<file path="config.mk">
export PLATFORM = sky130hd
export DESIGN_NAME = led_mux_ctrl
export DESIGN_NICKNAME = d
export VERILOG_FILES = /design/src/rtl/led_mux_pkg.sv /design/src/rtl/led_flash_fsm.sv /design/src/rtl/led_gate.sv /design/src/rtl/led_pin_mux.sv /design/src/rtl/led_mux_ctrl.sv
export SDC_FILE = /design/constraint.sdc
export NUM_CORES = 1
export LEC_CHECK = 0
export BUFFER_PORTS_ARGS = -buffer_cell sky130_fd_sc_hd__buf_4
export CORE_AREA = 2 2 39 41
export CTS_CLUSTER_DIAMETER = 150
export DETAILED_ROUTE_END_ITERATION = 8
export DIE_AREA = 0 0 41 43
export PLACE_DENSITY_LB_ADDON = 0.08
export SLEW_MARGIN = 20
export SYNTH_ARGS = -nofsm -noshare
export SYNTH_HDL_FRONTEND = slang
export SYNTH_HIERARCHICAL = 1
export SYNTH_SLANG_ARGS = --single-unit
</file>
<file path="constraint.sdc">
create_clock -name clk -period 1.5 [get_ports clk]
set_input_delay 0.225 -clock clk [delete_from_list [all_inputs] [get_ports clk]]
set_output_delay 0.225 -clock clk [all_outputs]
set_load 0.005 [all_outputs]
</file>
<file path="src/rtl/led_mux_pkg.sv">
package led_mux_pkg;
    // Bit positions that the mode decoding depends on
    localparam int A_FLASH_BIT   = 7;
    localparam int A_PINLED_BIT  = 6;
    localparam int B_ALT_BIT     = 5;
    localparam int B_SEC1_BIT    = 4;
    localparam int B_SEC2_BIT    = 3;
    localparam int NUM_LEDS      = 2;

    typedef enum logic {
        PH_DARK = 1'b0,
        PH_LIT  = 1'b1
    } phase_e;
endpackage

</file>
<file path="src/rtl/led_flash_fsm.sv">
module led_flash_fsm
    import led_mux_pkg::*;
(
    input  logic clk,
    input  logic rst_n,
    input  logic tick_i,
    output logic phase_o
);
    phase_e state_q;
    phase_e state_d;

    always_ff @(posedge clk or negedge rst_n) begin
        if (!rst_n) begin
            state_q <= PH_DARK;
        end else begin
            state_q <= state_d;
        end
    end

    always_comb begin
        state_d = state_q;
        unique case (state_q)
            PH_DARK: if (tick_i) state_d = PH_LIT;   // tick_dark_to_lit
            PH_LIT:  if (tick_i) state_d = PH_DARK;  // tick_lit_to_dark
            default: state_d = PH_DARK;
        endcase
    end

    always_comb begin
        unique case (state_q)
            PH_LIT:  phase_o = 1'b1;
            default: phase_o = 1'b0;
        endcase
    end
endmodule

</file>
<file path="src/rtl/led_gate.sv">
module led_gate (
    input  logic src_i,
    input  logic flash_en_i,
    input  logic phase_i,
    input  logic invert_i,
    output logic led_o
);
    logic eff_phase;

    always_comb begin
        eff_phase = invert_i ? ~phase_i : phase_i;
        led_o     = flash_en_i ? (src_i & eff_phase) : src_i;
    end
endmodule

</file>
<file path="src/rtl/led_pin_mux.sv">
module led_pin_mux (
    input  logic sel_led_i,
    input  logic led2_i,
    input  logic stop_c_i,
    output logic pin_o
);
    // The stop role drives the pin through an inverting stage
    always_comb begin
        pin_o = sel_led_i ? led2_i : ~stop_c_i;
    end
endmodule

</file>
<file path="src/rtl/led_mux_ctrl.sv">
module led_mux_ctrl
    import led_mux_pkg::*;
#(
    parameter int MODE_W = 8
) (
    input  logic              clk,
    input  logic              rst_n,
    input  logic [MODE_W-1:0] mode_a,
    input  logic [MODE_W-1:0] mode_b,
    input  logic              section_active,
    input  logic              stop_c_bit,
    input  logic              flash_tick,
    output logic              led1_o,
    output logic              led2_o,
    output logic              shared_o
);
    localparam int TOP_BIT = A_FLASH_BIT;

    logic                phase_q;
    logic [NUM_LEDS-1:0] src;
    logic [NUM_LEDS-1:0] inv;
    logic [NUM_LEDS-1:0] led;

    led_flash_fsm u_fsm (
        .clk     (clk),
        .rst_n   (rst_n),
        .tick_i  (flash_tick),
        .phase_o (phase_q)
    );

    always_comb begin
        src[0] = mode_b[B_SEC1_BIT] ? section_active : 1'b1;
        src[1] = mode_b[B_SEC2_BIT] ? section_active : stop_c_bit;
        inv[0] = 1'b0;
        inv[1] = mode_b[B_ALT_BIT];
    end

    for (genvar g = 0; g < NUM_LEDS; g++) begin : g_led
        led_gate u_gate (
            .src_i      (src[g]),
            .flash_en_i (mode_a[TOP_BIT]),
            .phase_i    (phase_q),
            .invert_i   (inv[g]),
            .led_o      (led[g])
        );
    end

    led_pin_mux u_pin (
        .sel_led_i (mode_a[A_PINLED_BIT]),
        .led2_i    (led[1]),
        .stop_c_i  (stop_c_bit),
        .pin_o     (shared_o)
    );

    assign led1_o = led[0];
    assign led2_o = led[1];
endmodule

</file>
==> flow_summary.toml, run 1 <==
[sta]
rsz0062_at_grt = "false"
fmax_mhz = 809
maxSlewViolCount = 0
fin_crit_sh = 0.824
totalNegativeSetupSlack_ps = 0
setup_viol = 0
period_needed_ps = 1240
hold_viol_final = 0
skew_ps = 0

[cts]
postCtsSetupBuffers = 0
cts_resized = 0
cts_hold_buf = 0
cts.clk_slew.worst_paths_ps = 0
clkLatencyLatePin_ps = 0

[synth]
synth_top_family_by_area = "XOR/XNOR gates"
ys_async_sr_fraction = 1.00
synthAdderAreaFrac = 0
synth_compound_area_frac = 0.200
synth_ff_type = "dfrtp_1"
synthMuxAreaShare = 0.150
netlist_area_um2 = 100
synth_area_leader_cell = "dfrtp_1"
yosys.cell_types.count = 9
synthTopCellsByCount = "a21boi_1 (2), xnor2_1 (2)"
synth-seq-cells = 1
synth_simple_gate_area_share = 0.100
synthCells = 11
yosysSeqAreaShare = 0.250
synth_top_area_frac = 0.250
yosys_warnings = 6
postSynthAreaPerCell_um2 = 9.10
synth_edf_count = 0
synth_area_leaders = "dfrtp_1 (25%), xnor2_1 (18%), a21boi_1 (15%), mux2_4 (15%), xor2_1 (8.8%)"
synth_nets = 32
synthXorXnorAreaFrac = 0.262

[floorplan]
start_util = 0.0723
dieArea_um2 = 1760
die-width_um = 41
num_rows = 14
core_area_um2 = 1380
pin_count = 24
die_h_um = 43

[global_routing]
grt-busiest-layer = "met2"
antenna_found_initial = 0
grt_usage = 0.0270
grt_pass1_wl_um = 351
grtUsageMet1 = 0.0318
grt_pass1_vias = 99
grt_max_degree = 4
use_met3 = 0
grt_overflow = 0
gr-usage-met2 = 0.0531

[pwr]
clockPowerShare = 0
swShare = 0.322
power_density_nw_per_um2 = 775
pwr-share-seq = 0.367
power.switching_uw = 52.5
p_leak_uw = 0.000101
power.total_uw = 163
max-vdd-ir-drop_mv = 0.240
cell_internal_pwr_uw = 110
combPwrFrac = 0.633

[finish]
multiInputGateArea_um2 = 75.1
regArea_um2 = 25.0
fin_nets = 46
fillers = 154
largest_reg_flops = 1
largest_register = "u_fsm/state_q"
reg.largest.list = "u_fsm/state_q (1)"
drive_gt1_frac = 0.565
final_cells = 39
insertedDiodeCount = 0
syn_to_final_growth_pct = 110

[worst_setup_path]
worstSetupEndpointType = "output port"
r2r_start = "u_fsm/state_q"
slowest_stage = "dfrtp_1"
worstPathArrival_ps = 1010
max_stage_delay_ps = 400
critPathMaxFanout = 3
cp-startpoint = "u_fsm/state_q"
path_class = "flop to output port"
crit_chain = "xnor2_1 -> a21boi_1 -> nand2_1 -> o21ai_1 -> buf_4"
cp-start-kind = "flop"
worstPathRequired_ps = 1270

[outcome]
status = "complete, no violations"

[min_path]
hold_class = "input port to asynchronous set/reset pin"

[route]
firstDrtPassIters = 1
drt_iter0_markers = 0
via_count = 114
vias_per_cell = 2.92
ant_nets = 0
avgRoutedWirePerCell_um = 6.79
finalWirelength_um = 265
drc_errors = 0

[flow_run]
drv_cap = 0

[placement]
post-place-cells = 39
gp_congestion = 0.479
hpwlAfterDp_um = 235
numPortBuffers = 12
-- power by group through the flow --
stage / Combinational, uW / Sequential, uW / Clock, uW
after detailed placement: 104 / 61.7 / 0
after global placement: 106 / 59.1 / 0
after floorplan: 52.7 / 56.5 / 0
after global routing: 114 / 64.1 / 0
after CTS: 105 / 61.7 / 0
final: 103 / 59.8 / 0
-- kinds of logic after synthesis --
kind of cell	count (synthesis)
AO/OA/AOI/OAI	3
XOR/XNOR	3
AND/OR/NAND/NOR	2
multiplexers	1
flip-flops	1
other	1
-- per-stage QoR --
| stage | util | instance area (um2) | hold WS, ps | setup slack, ps |
|---|---|---|---|---|
| after floorplan | - | 100 | -70.6 | 402 |
| after global placement | 0.152 | 210 | 0.756 | 259 |
| after detailed placement | 0.152 | 210 | 2.30 | 240 |
| after CTS | 0.152 | 210 | 2.30 | 236 |
| after global routing | 0.152 | 210 | 5.40 | 135 |
| final | 0.152 | 210 | 1.26 | 264 |
-- path summary, 6_finish.rpt --
path	endpoint	slack, ps	cells past startpoint
worst max-delay path	shared_o	260	5
worst min-delay path	u_fsm/state_q	1	1
worst max register to register	u_fsm/state_q	800	1
worst min register to register	u_fsm/state_q	520	1
max in group asynchronous	u_fsm/state_q	1420	1
min in group clk	u_fsm/state_q	400	2
-- cells in the final DEF, fill, tap and decap left out, drive strengths merged --
| master | Yosys | layout |
|---|---|---|
| dfrtp | 1 | 1 |
| nand2b | 1 | 1 |
| mux2 | 1 | 1 |
| conb | 1 | 1 |
| xnor2 | 2 | 2 |
| nand2 | 1 | 1 |
| a21boi | 2 | 2 |
| xor2 | 1 | 1 |
| o21ai | 1 | 1 |
| buf | 0 | 12 |
-- layout make-up --
| cell class | instances | area share |
|---|---|---|
| tap | 16 | 0.0952 |
| timing repair buffer | 12 | 0.429 |
| multi-input combinational | 10 | 0.357 |
| sequential | 1 | 0.119 |
-- critical path: cells and delay by family, from the launching register on --
family | cells | cell delay, ps
AO/OA/AOI/OAI | 2 | 280
XOR/XNOR | 1 | 140
buffers and inverters | 1 | 120
flip-flops | 1 | 400
AND/OR/NAND/NOR | 1 | 70
-- layer usage --
metal	vias to the layer above	wire [um]	part of all wire
li1	59	-	-
met1	45	114	0.43
met2	10	101	0.38
met3	0	49	0.18
met4	0	0	0
met5	-	0	0
Power figures use the tool's default switching activity.
==> run 2, diff against run 1 <==
Clock period 1.5 ns to 1 ns, I/O delays scaled along.
==> flow_summary.toml, run 2 (synthesis results as in run 1) <==
[finish]
largest_reg_flops = 1
fin_area_um2 = 235
reg.largest.list = "u_fsm/state_q (1)"
layout_commonest_cell = "buf_4"
fin_nets = 48
drive_gt1_frac = 0.600
syn_to_final_growth_pct = 135
insertedDiodeCount = 0
final_cell_mix = "buf_4 (13), a21boi_1 (2)"
largest_register = "u_fsm/state_q"
fin_util = 0.170
fillers = 159

[min_path]
hold_end = "u_fsm/state_q"
hold_class = "input port to flop"
min_from = "flash_tick"
hold_path_depth = 2

[route]
ant_nets = 0
firstDrtPassIters = 1
finalWirelength_um = 263
via_count = 125
drc_errors = 0
drt_iter0_markers = 0
avgRoutedWirePerCell_um = 6.41
vias_per_cell = 3.05

[cts]
clkLatencyLatePin_ps = 0
postCtsSetupBuffers = 0
cts.clk_slew.worst_paths_ps = 0

[worst_setup_path]
worstPathArrival_ps = 930
r2r_start = "u_fsm/state_q"
max_stage_delay_ps = 370
slowest_stage = "dfrtp_1"
r2r_cells = 2
worstPathRequired_ps = 850
cp-start-kind = "flop"
path_class = "flop to output port"
r2r_setup_slack_ps = 210
critPathMaxFanout = 2
crit_chain = "xnor2_1 -> a21boi_1 -> nand2_1 -> o21ai_1 -> buf_4"
worstSetupEndpointType = "output port"
regToRegEndpoint = "u_fsm/state_q"

[outcome]
violations = "setup timing"
status = "finished, violations left"

[pwr]
max-vdd-ir-drop_mv = 0.617
power_density_nw_per_um2 = 1260
p_leak_uw = 0.000116

[floorplan]
pin_count = 24
die-width_um = 41
dieArea_um2 = 1760
start_util = 0.0723
die_h_um = 43
core_area_um2 = 1380
num_rows = 14

[sta]
hold_viol_final = 0
fin_crit_sh = 1.08
setup_viol = 2
period_needed_ps = 1080
fin_ws_ps = -80.8
maxSlewViolCount = 0
skew_ps = 0
rsz0062_at_grt = "true"
fmax_mhz = 925
totalNegativeSetupSlack_ps = -82.9

[placement]
gp_congestion = 0.469
numPortBuffers = 12
placed_area_um2 = 218

[global_routing]
antenna_found_initial = 0
grt_max_degree = 3
grt_overflow = 0
grt_pass1_wl_um = 379
grt_usage = 0.0290
grt_pass1_vias = 108

[flow_run]
drv_cap = 0
## run 2: worst max-delay path, delay by kind of cell (launching register included)
family	cells	cell delay, ps
AO/OA/AOI/OAI	2	250
XOR/XNOR	1	130
flip-flops	1	370
AND/OR/NAND/NOR	1	70
buffers and inverters	1	120
## run 2: layer usage
metal | wire, um | global-route usage | vias to the layer above | share of wire
met1 | 98 | 0.0382 | 52 | 0.37
met3 | 56 | 0 | 0 | 0.21
met2 | 108 | 0.0531 | 10 | 0.41
met4 | 0 | 0 | 0 | 0
li1 | - | - | 63 | -
met5 | 0 | 0 | - | 0
## run 2: area by class of cell
type                            count  area (um2)  share of cell area
Multi-Input combinational cell     10        82.6               0.351
Sequential cell                     1        25.0               0.106
Tap cell                           16        20.0              0.0851
Timing Repair Buffer               14         108               0.457
## run 2: worst max path at each step
| stage | from | to | slack, ps | cells past startpoint |
|---|---|---|---|---|
| finish | u_fsm/state_q | shared_o | -80 | 5 |
| CTS | u_fsm/state_q | shared_o | -100 | 5 |
| floorplan | u_fsm/state_q | shared_o | -4 | 4 |
| global placement | u_fsm/state_q | shared_o | -90 | 5 |
| detailed placement | u_fsm/state_q | shared_o | -100 | 5 |
| global route | u_fsm/state_q | shared_o | -190 | 5 |
## run 2: power by group
| group | leakage (uW) | internal [uW] | switching [uW] |
|---|---|---|---|
| Clock | 0 | 0 | 0 |
| Combinational | 0.000104 | 145 | 74.7 |
| Sequential | 0.0000117 | 62.4 | 13.9 |
## run 2: metrics by stage
stage | power (uW) | setup WS, ps | hold WS [ps] | std cells
after floorplan | 163 | -3.63 | -146 | 11
after global placement | 277 | -94.0 | -74.3 | 40
after detailed placement | 279 | -99.3 | -72.2 | 40
after CTS | 304 | -102 | 335 | 41
after global routing | 324 | -187 | 347 | 41
final | 296 | -80.8 | 333 | 41
## run 2: repair_timing
item                                   CTS  global route
hold buffers                             1             0
gates resized for setup                  1             0
endpoints found under the hold margin    1             0
setup endpoints to repair                2             3
==> run 3, diff against run 2 <==
Settings changed: ABC_AREA from default to 1.
==> flow_summary.toml, run 3 <==
[worst_setup_path]
slowest_stage = "dfrtp_1"
r2r_setup_slack_ps = 240
worstPathRequired_ps = 850
critPathMaxFanout = 3
cp-start-kind = "flop"
worstSetupEndpointType = "output port"
crit_chain = "inv_1 -> nand2_1 -> nand3_1 -> nand2_1 -> inv_1 -> nand2_1 -> o21ai_1 -> buf_4"
worstPathArrival_ps = 890
path_class = "flop to output port"
crit_top_cell = "nand2_1"
max_stage_delay_ps = 380

[route]
via_count = 196
vias_per_cell = 3.21
ant_nets = 0
drc_errors = 0
firstDrtPassIters = 4
drt_iter0_markers = 2
finalWirelength_um = 348
avgRoutedWirePerCell_um = 5.70

[flow_run]
drv_cap = 0

[finish]
insertedDiodeCount = 0
drive_gt1_frac = 0.311
largest_reg_flops = 1
largest_register = "u_fsm/state_q"
fin_area_um2 = 277
layout_commonest_cell = "nand2_1"
fin_nets = 68
syn_to_final_growth_pct = 107
reg.largest.list = "u_fsm/state_q (1)"
final_cell_mix = "nand2_1 (14), buf_4 (13), inv_1 (10)"
final_cells = 61

[floorplan]
core_area_um2 = 1380
die-width_um = 41
dieArea_um2 = 1760
pin_count = 24
num_rows = 14
die_h_um = 43
start_util = 0.0967

[synth]
synth_area_leaders = "nand2_1 (39%), inv_1 (28%), dfrtp_1 (19%), nand3_1 (7.5%), o21ai_1 (3.7%)"
synth-seq-cells = 1
synth_top_area_frac = 0.393
yosysSeqAreaShare = 0.187
synth_ff_type = "dfrtp_1"
yosys_warnings = 6
synth_edf_count = 0
yosys.cell_types.count = 6
postSynthAreaPerCell_um2 = 4.62
synthCells = 29
yosysMostFrequentCell = "nand2_1"
synth_area_leader_cell = "nand2_1"
netlist_area_um2 = 134
ys_async_sr_fraction = 1.00
synthTopCellsByCount = "nand2_1 (14), inv_1 (10), nand3_1 (2)"

[placement]
hpwlAfterDp_um = 308
placed_area_um2 = 255
gp_congestion = 0.537
numPortBuffers = 12
post-place-cells = 59

[sta]
fin_crit_sh = 1.04
setup_viol = 3
hold_viol_final = 0
skew_ps = 0
maxSlewViolCount = 0
rsz0062_at_grt = "true"
period_needed_ps = 1040
fmax_mhz = 962
fin_ws_ps = -39.9

[pwr]
p_leak_uw = 0.000182
combPwrFrac = 0.697
power_density_nw_per_um2 = 623
swShare = 0.309
clockPowerShare = 0
max-vdd-ir-drop_mv = 0.241
cell_internal_pwr_uw = 119
power.switching_uw = 53.2
power.total_uw = 172
pwr-share-seq = 0.303

[global_routing]
grt_pass1_vias = 129
grt_pass1_wl_um = 496
grt_max_degree = 5
grt_overflow = 0
antenna_found_initial = 0
grt_usage = 0.0370

[min_path]
hold_class = "input port to flop"

[cts]
clkLatencyLatePin_ps = 0
cts.clk_slew.worst_paths_ps = 0

[outcome]
violations = "setup timing"
status = "finished, violations left"
## run 3: what timing repair did
item,in CTS,in global routing
endpoints found under the setup margin,2,3
gates resized for setup,0,1
buffers inserted,1,0
endpoints found under the hold margin,1,0
pin swaps,1,0
hold buffers,1,0
gates cloned,0,0
## run 3: cells by family after synthesis
| group | synth area share |
|---|---|
| AOI/OAI and AO/OA | 0.0373 |
| other | 0.0280 |
| and+or+nand+nor | 0.467 |
| DFF | 0.187 |
| buffers and inverters | 0.280 |
## run 3: path summary, 6_finish.rpt
kind | from | end | depth (start not counted)
max | u_fsm/state_q | shared_o | 8
min | flash_tick | u_fsm/state_q | 3
max reg2reg | u_fsm/state_q | u_fsm/state_q | 3
min reg2reg | u_fsm/state_q | u_fsm/state_q | 3
max in group asynchronous | rst_n | u_fsm/state_q | 2
min in group asynchronous | rst_n | u_fsm/state_q | 2
## run 3: critical path, delay by kind of cell (launching register included)
family | cells | cell delay [ps]
AND/OR/NAND/NOR | 4 | 190
flip-flops | 1 | 380
AO/OA/AOI/OAI | 1 | 70
buffers and inverters | 3 | 240
## run 3: power by group through the flow
stage / Clock [uW] / Sequential [uW] / Combinational, uW
floorplan: 0 / 54.1 / 41.4
global route: 0 / 53.2 / 136
CTS: 0 / 52.2 / 117
finish: 0 / 52.3 / 120
global placement: 0 / 52.0 / 107
detailed placement: 0 / 52.2 / 109
## run 3: through the flow
| step | TNS [ps] | worst slack, ps | hold slack [ps] | utilization |
|---|---|---|---|---|
| detailed placement | -85.2 | -58.9 | -73.0 | 0.184 |
| CTS | -93.4 | -41.4 | 363 | 0.197 |
| global placement | -68.8 | -47.9 | -74.4 | 0.184 |
| floorplan | 0 | 53.6 | -146 | - |
| finish | -63.2 | -39.9 | 359 | 0.200 |
| global route | -286 | -111 | 391 | 0.200 |
## run 3: cell type report
class | instances | area [um2]
fillers | 161 | 1110
inverters | 10 | 37.5
multi-input cells | 19 | 75.1
repair buffers | 15 | 119
flip-flops and latches | 1 | 25.0
well taps | 16 | 20.0
## run 3: routing by layer
metal | track usage | part of all wire
met2 | 0.0563 | 0.48
met5 | 0 | 0
met1 | 0.0605 | 0.41
met4 | 0 | 0
met3 | 0 | 0.11
